==> src/rtl/omc_pkg.sv <==
package omc_pkg;

  typedef enum logic [1:0] {
    OE_TERM = 2'b00,
    OE_PIN  = 2'b01,
    OE_OFF  = 2'b10,
    OE_ON   = 2'b11
  } oeSrc_e;

  typedef enum logic [1:0] {
    FB_QBAR  = 2'b00,
    FB_OWN   = 2'b01,
    FB_NBR   = 2'b10,
    FB_COMB  = 2'b11
  } fbSrc_e;

  typedef struct packed {
    logic   selReg;
    logic   forceOff;
    oeSrc_e oeSrc;
    fbSrc_e fbSrc;
  } cellCtl_t;

endpackage

==> src/rtl/omc_ctrl.sv <==
module omc_ctrl
  import omc_pkg::*;
(
  input  logic       cfgArch,
  input  logic       cfgCell,
  input  logic       cfgNbrCell,
  input  logic [1:0] cfgOeSel,
  output cellCtl_t   ctl
);

  logic regMode;
  logic inMode;

  assign regMode = cfgArch & cfgCell;
  assign inMode  = ~cfgArch & cfgCell;

  always_comb begin
    ctl.selReg   = regMode;
    ctl.forceOff = inMode;
    ctl.oeSrc    = oeSrc_e'(cfgOeSel);
    unique case ({cfgArch, cfgCell})
      2'b11:   ctl.fbSrc = FB_QBAR;
      2'b10:   ctl.fbSrc = FB_OWN;
      2'b01:   ctl.fbSrc = FB_OWN;
      default: ctl.fbSrc = cfgNbrCell ? FB_NBR : FB_COMB;
    endcase
  end

endmodule

==> src/rtl/omc_dp.sv <==
module omc_dp
  import omc_pkg::*;
#(
  parameter logic RST_VAL = 1'b0
) (
  input  logic     clk,
  input  logic     rst,
  input  logic     sumIn,
  input  logic     oeTerm,
  input  logic     gOe,
  input  logic     pinIn,
  input  logic     nbrPin,
  input  logic     cfgPolarity,
  input  logic     preloadEn,
  input  logic     preloadVal,
  input  cellCtl_t ctl,
  output logic     pinOut,
  output logic     pinOe,
  output logic     fbOut
);

  logic xorVal;
  logic qReg;
  logic oeRaw;

  assign xorVal = sumIn ^ cfgPolarity;

  always_ff @(posedge clk) begin
    if (rst)            qReg <= RST_VAL;
    else if (preloadEn) qReg <= preloadVal;
    else                qReg <= xorVal;
  end

  assign pinOut = ctl.selReg ? qReg : xorVal;

  always_comb begin
    unique case (ctl.oeSrc)
      OE_ON:   oeRaw = 1'b1;
      OE_OFF:  oeRaw = 1'b0;
      OE_PIN:  oeRaw = gOe;
      default: oeRaw = oeTerm;
    endcase
  end

  assign pinOe = oeRaw & ~ctl.forceOff;

  always_comb begin
    unique case (ctl.fbSrc)
      FB_QBAR: fbOut = ~qReg;
      FB_OWN:  fbOut = pinIn;
      FB_NBR:  fbOut = nbrPin;
      default: fbOut = xorVal;
    endcase
  end

endmodule

==> src/rtl/out_macrocell.sv <==
module out_macrocell
  import omc_pkg::*;
#(
  parameter logic RST_VAL = 1'b0
) (
  input  logic       clk,
  input  logic       rst,
  input  logic       sumIn,
  input  logic       oeTerm,
  input  logic       gOe,
  input  logic       pinIn,
  input  logic       nbrPin,
  input  logic       cfgPolarity,
  input  logic       cfgArch,
  input  logic       cfgCell,
  input  logic       cfgNbrCell,
  input  logic [1:0] cfgOeSel,
  input  logic       preloadEn,
  input  logic       preloadVal,
  output logic       pinOut,
  output logic       pinOe,
  output logic       fbOut
);

  cellCtl_t ctl;

  omc_ctrl u_ctrl (
    .cfgArch    (cfgArch),
    .cfgCell    (cfgCell),
    .cfgNbrCell (cfgNbrCell),
    .cfgOeSel   (cfgOeSel),
    .ctl        (ctl)
  );

  omc_dp #(.RST_VAL(RST_VAL)) u_dp (
    .clk         (clk),
    .rst         (rst),
    .sumIn       (sumIn),
    .oeTerm      (oeTerm),
    .gOe         (gOe),
    .pinIn       (pinIn),
    .nbrPin      (nbrPin),
    .cfgPolarity (cfgPolarity),
    .preloadEn   (preloadEn),
    .preloadVal  (preloadVal),
    .ctl         (ctl),
    .pinOut      (pinOut),
    .pinOe       (pinOe),
    .fbOut       (fbOut)
  );

endmodule

==> config.mk <==
export PLATFORM = sky130hd
export DESIGN_NAME = out_macrocell
export DESIGN_NICKNAME = d
export VERILOG_FILES = /design/src/rtl/omc_pkg.sv /design/src/rtl/omc_ctrl.sv /design/src/rtl/omc_dp.sv /design/src/rtl/out_macrocell.sv
export SDC_FILE = /design/constraint.sdc
export NUM_CORES = 1
export LEC_CHECK = 0
export BUFFER_PORTS_ARGS = -buffer_cell sky130_fd_sc_hd__clkbuf_2
export CAP_MARGIN = 25
export CORE_AREA = 8 8 45 47
export DETAILED_ROUTE_END_ITERATION = 12
export DIE_AREA = 0 0 53 55
export PLACE_DENSITY = 0.37
export SLEW_MARGIN = 20
export SYNTH_ARGS = -nofsm -noshare
export SYNTH_HDL_FRONTEND = slang
export SYNTH_HIERARCHICAL = 1
export SYNTH_SLANG_ARGS = --single-unit
==> constraint.sdc <==
create_clock -name clk -period 1.2 [get_ports clk]
set_input_delay 0.12 -clock clk [delete_from_list [all_inputs] [get_ports clk]]
set_output_delay 0.12 -clock clk [all_outputs]
set_load 0.05 [all_outputs]
Word-level counts from Yosys, hierarchy flattened. Cells that the tools add are included.

Flip-flop bits (word level): 1. Bits in latches: 0. RAM bits: 0. Bits in read-only memories: 0. Bits of input ports: 15. Output and inout bits: 3. Logic and storage cells: 24. Memories kept: 0.

$add $sub $neg: 0. Multiply operators: 0. Div/mod/pow operators: 0. Magnitude comparators: 0. Eq/ne operators: 8. Shift-type cells: 0. Multiplexer cells: 6. Bitwise logic cells: 7. Reduce and logical (&&, ||, !) cells: 2.

Operator list (count): 2-bit equality test (second input constant) (5); 2-bit by 1-bit equality test with 1-bit output (second input constant) (3); 1-bit one-hot mux with 3 select lines (2); 2-bit one-hot mux with 2 select lines (1); 1-bit AND (3); 1-bit 2-to-1 mux (3); 1-bit inverter (3); 2-bit zero test (1); 2-bit OR reduction (1); 1-bit bitwise XOR (1).

Depth between registers and ports, before layout.
Depth in word-level cells: 5. Gate-level depth with buffers: 5. Mapped depth without buffers: 5.

Cells and area by module. Netlist, hierarchy kept.

Modules (own cells, without submodules): omc_dp (times used 1, cells each 11, area an instance 105.1 µm², seq. area each 20.0 µm²); omc_ctrl (times used 1, cells each 11, area an instance 88.8 µm², seq. area each 0.0 µm²).

Worst setup path before layout. Ideal clock, no wire load.

Path type: input to output. From: input port cfgOeSel[0]. To: output port pinOe. Arrival: 1.457 ns. Setup slack: -0.377 ns. Cell stages on the path: 3. Path buffers: 1. Cells stage by stage: buf_4 or3b_2 a21oi_1.

Word-level cells in the longest chain between the ends: 3. Elaborated cells on any way between the ends: 5. Those cells by class: 3 x eq/ne; 1 x mux; 1 x bitwise.

RTL lines: from (decl) (line out_macrocell.sv:17) `input logic [1:0] cfgOeSel,`; 2-bit by 1-bit equality test with 1-bit output / 2-bit equality test (equally long branches) (line omc_dp.sv:37) `unique case (ctl.oeSrc)`; 1-bit one-hot mux with 3 select lines (*) (line omc_dp.sv:37); 1-bit AND (*) (line omc_dp.sv:45) `assign pinOe = oeRaw & ~ctl.forceOff;`; to (decl) (line out_macrocell.sv:21) `output logic pinOe,`.

Mark *: on every way between the ends. The rest lies on a longest branch, timed or not.

==> flow_summary_export.csv <==
group,metric,value,unit
status,outcome,"finished with violations",
status,violations,"setup timing",
synth,synthArstFlopShare,0,%
synth,ys_top_cells_by_count,"inv_1 (5), buf_4 (4), ha_1 (3)",
power,total_leakage_power,0.212,nW
timing,fin_crit_sh,130,%
layout,area_growth,108,%
cts,clk_pin_slew,0,ps
drt,antenna_left,0,
global_route,grt_pass1_wl,972,microns
layout,antenna_cells,0,
drt,drt-total-wl,590,microns
synth,syn_nets,40,
layout,fill_cells,145,
synth,yosysUniqueCellTypes,13,
critical_path,cp-end-kind,"primary output",
synth,synth_top_family_by_area,"buffers and inverters",
synth,yosysMostFrequentCell,"inv_1",
drt,drt_iter0_drc,0,
place,dp_hpwl,551,microns
layout,final_cell_area,403,sq um
timing,setup_slack,-355,ps
timing,finalSetupTns,-355,ps
run,cap_violations,0,
synth,syn_area_per_cell,8.82,sq um
layout,largest_register_ffs,1,
synth,synth-simple-area-share,7.74,%
floorplanning,die_w,53,microns
synth,synth_warnings,6,
drt,drtPass1Iterations,1,
power,power.density,563,nW/um^2
floorplanning,core,1380,sq um
place,placed_cell_area,338,sq um
drt,dr.max_layer_used,"met3",
synth,synth_compound_area_share,10.3,%
power,irDropWorstVdd,0.262,mV
synth,synthFlopType,"dfxtp_1",
drt,drc,0,
floorplanning,rows,14,
timing,relSlewSlack,83.1,%
global_route,grt_pass1_vias,262,
global_route,grt_usage,4.04,%
floorplanning,start_util,14.0,%
drt,drt-met1-wl,215,microns
drt,viasPerCell,3.70,
global_route,antenna_found_initial,0,
timing,tightest_slew,251,ps
synth,yosys-mux-area-fraction,22.6,%
critical_path,path_class,"in2out",
timing,max_freq,0.643,GHz
drt,post_drt_wl_per_cell,10.4,microns
synth,synthTopCellsByArea,"ha_1 (19%), buf_4 (15%), mux4_2 (12%)",
synth,synth-xor-area-share,4.52,%
layout,top_register,"u_dp/qReg",
global_route,grt_start_max_net_pins,3,
layout,largestRegisters,"u_dp/qReg (1)",
synth,syn-instance-count,22,
timing,hold_viol_final,0,
timing,setup_viol,1,
timing,final-max-slew-violation-count,0,
place,io_buffers,17,
synth,ys_ff_latch,1,
synth,synthAdderAreaFrac,19.4,%
synth,ys_seq_area_share,10.3,%
critical_path,critPathLaunchType,"input pin",
layout,drive_above_1_share,78.0,%
synth,yosysTopAreaCellShare,19.4,%
layout,final_nets,61,
critical_path,crit_fanout,2,
drt,vias,211,
drt,dr_wl_met2,267,microns
synth,netlist_area,194,sq um
critical_path,worstPathRequired,1080,ps
min_path,hp-class,"in2reg",
floorplanning,die_h,55,microns
timing,fin_crit,1560,ps
floorplanning,pin_count,18,
cts,ctsHoldBuffers,0,
floorplanning,dieArea,2920,sq um
synth,synth_edf_count,0,
timing,rsz0062_at_grt,"yes",
synth,yosysTopAreaCell,"ha_1",
place,post-place-ws,-481,ps
global_route,grt-ovfl-total,0,
critical_path,crit_arrival,1440,ps
place,gp_congestion,0.690,
drt,met3WireLength,107,microns
==> where the power goes <==
group / leakage [nW] / internal (mW) / switching, mW
Sequential: 0.00836 / 0.0367 / 0.00103
Combinational: 0.204 / 0.102 / 0.0874
Clock: 0 / 0 / 0
Total: 0.212 / 0.138 / 0.0884
==> routing by layer <==
metal | vias to the layer above | GRT usage, %
met5 | - | 0
met4 | 0 | 0
li1 | 106 | -
met1 | 90 | 4.24
met2 | 15 | 7.81
met3 | 0 | 1.60
==> per-stage QoR <==
stage	hold WS, ps	cells	total power, mW	util, %
finish	378	57	0.227	29.1
global route	414	57	0.242	29.1
CTS	382	57	0.226	28.8
detailed placement	382	56	0.190	24.4
global placement	364	56	0.186	24.4
floorplan	276	22	0.139	-
==> kinds of logic after synthesis <==
| family | after synthesis |
|---|---|
| compound gates | 3 |
| xor+xnor | 1 |
| fa+ha+maj | 3 |
| buf+inv | 9 |
| flops | 1 |
| mux | 3 |
| simple gates | 2 |
==> placed cells by master (no fill, tap or decap), types with 2 or more instances in the layout <==
cell / Yosys / routed
clkbuf_2: 0 / 12
buf_4: 4 / 6
clkbuf_16: 0 / 2
clkbuf_4: 0 / 2
ha_1: 3 / 2
inv_1: 5 / 2
==> worst paths after layout <==
| kind | start | endpoint | slack, ps | depth (start not counted) |
|---|---|---|---|---|
| setup / recovery | cfgArch | fbOut | -360 | 7 |
| hold / removal | rst | u_dp/qReg$_SDFF_PP0_ | 380 | 3 |
==> repair_timing <==
action / 4_1_cts / 5_1_grt
setup endpoints to repair: 3 / 1
pin swaps: 1 / 0
resized for setup: 9 / 1
setup buffers: 1 / 0
==> cell type report <==
| cell class | count | area, sq um | area share (%) |
|---|---|---|---|
| Tap cell | 16 | 20.0 | 4.97 |
| Inverter | 5 | 33.8 | 8.39 |
| Multi-Input combinational cell | 12 | 145 | 36.0 |
| Sequential cell | 1 | 20.0 | 4.97 |
| Timing Repair Buffer | 23 | 184 | 45.7 |
==> worst max-delay path, stage by stage <==
cell and delay, ps:
clkbuf_16 120, inv_12 30, ha_4 240, inv_2 30, mux2i_2 160, mux4_2 540, clkbuf_16 190
No activity file was read; power rests on OpenSTA's default activity.
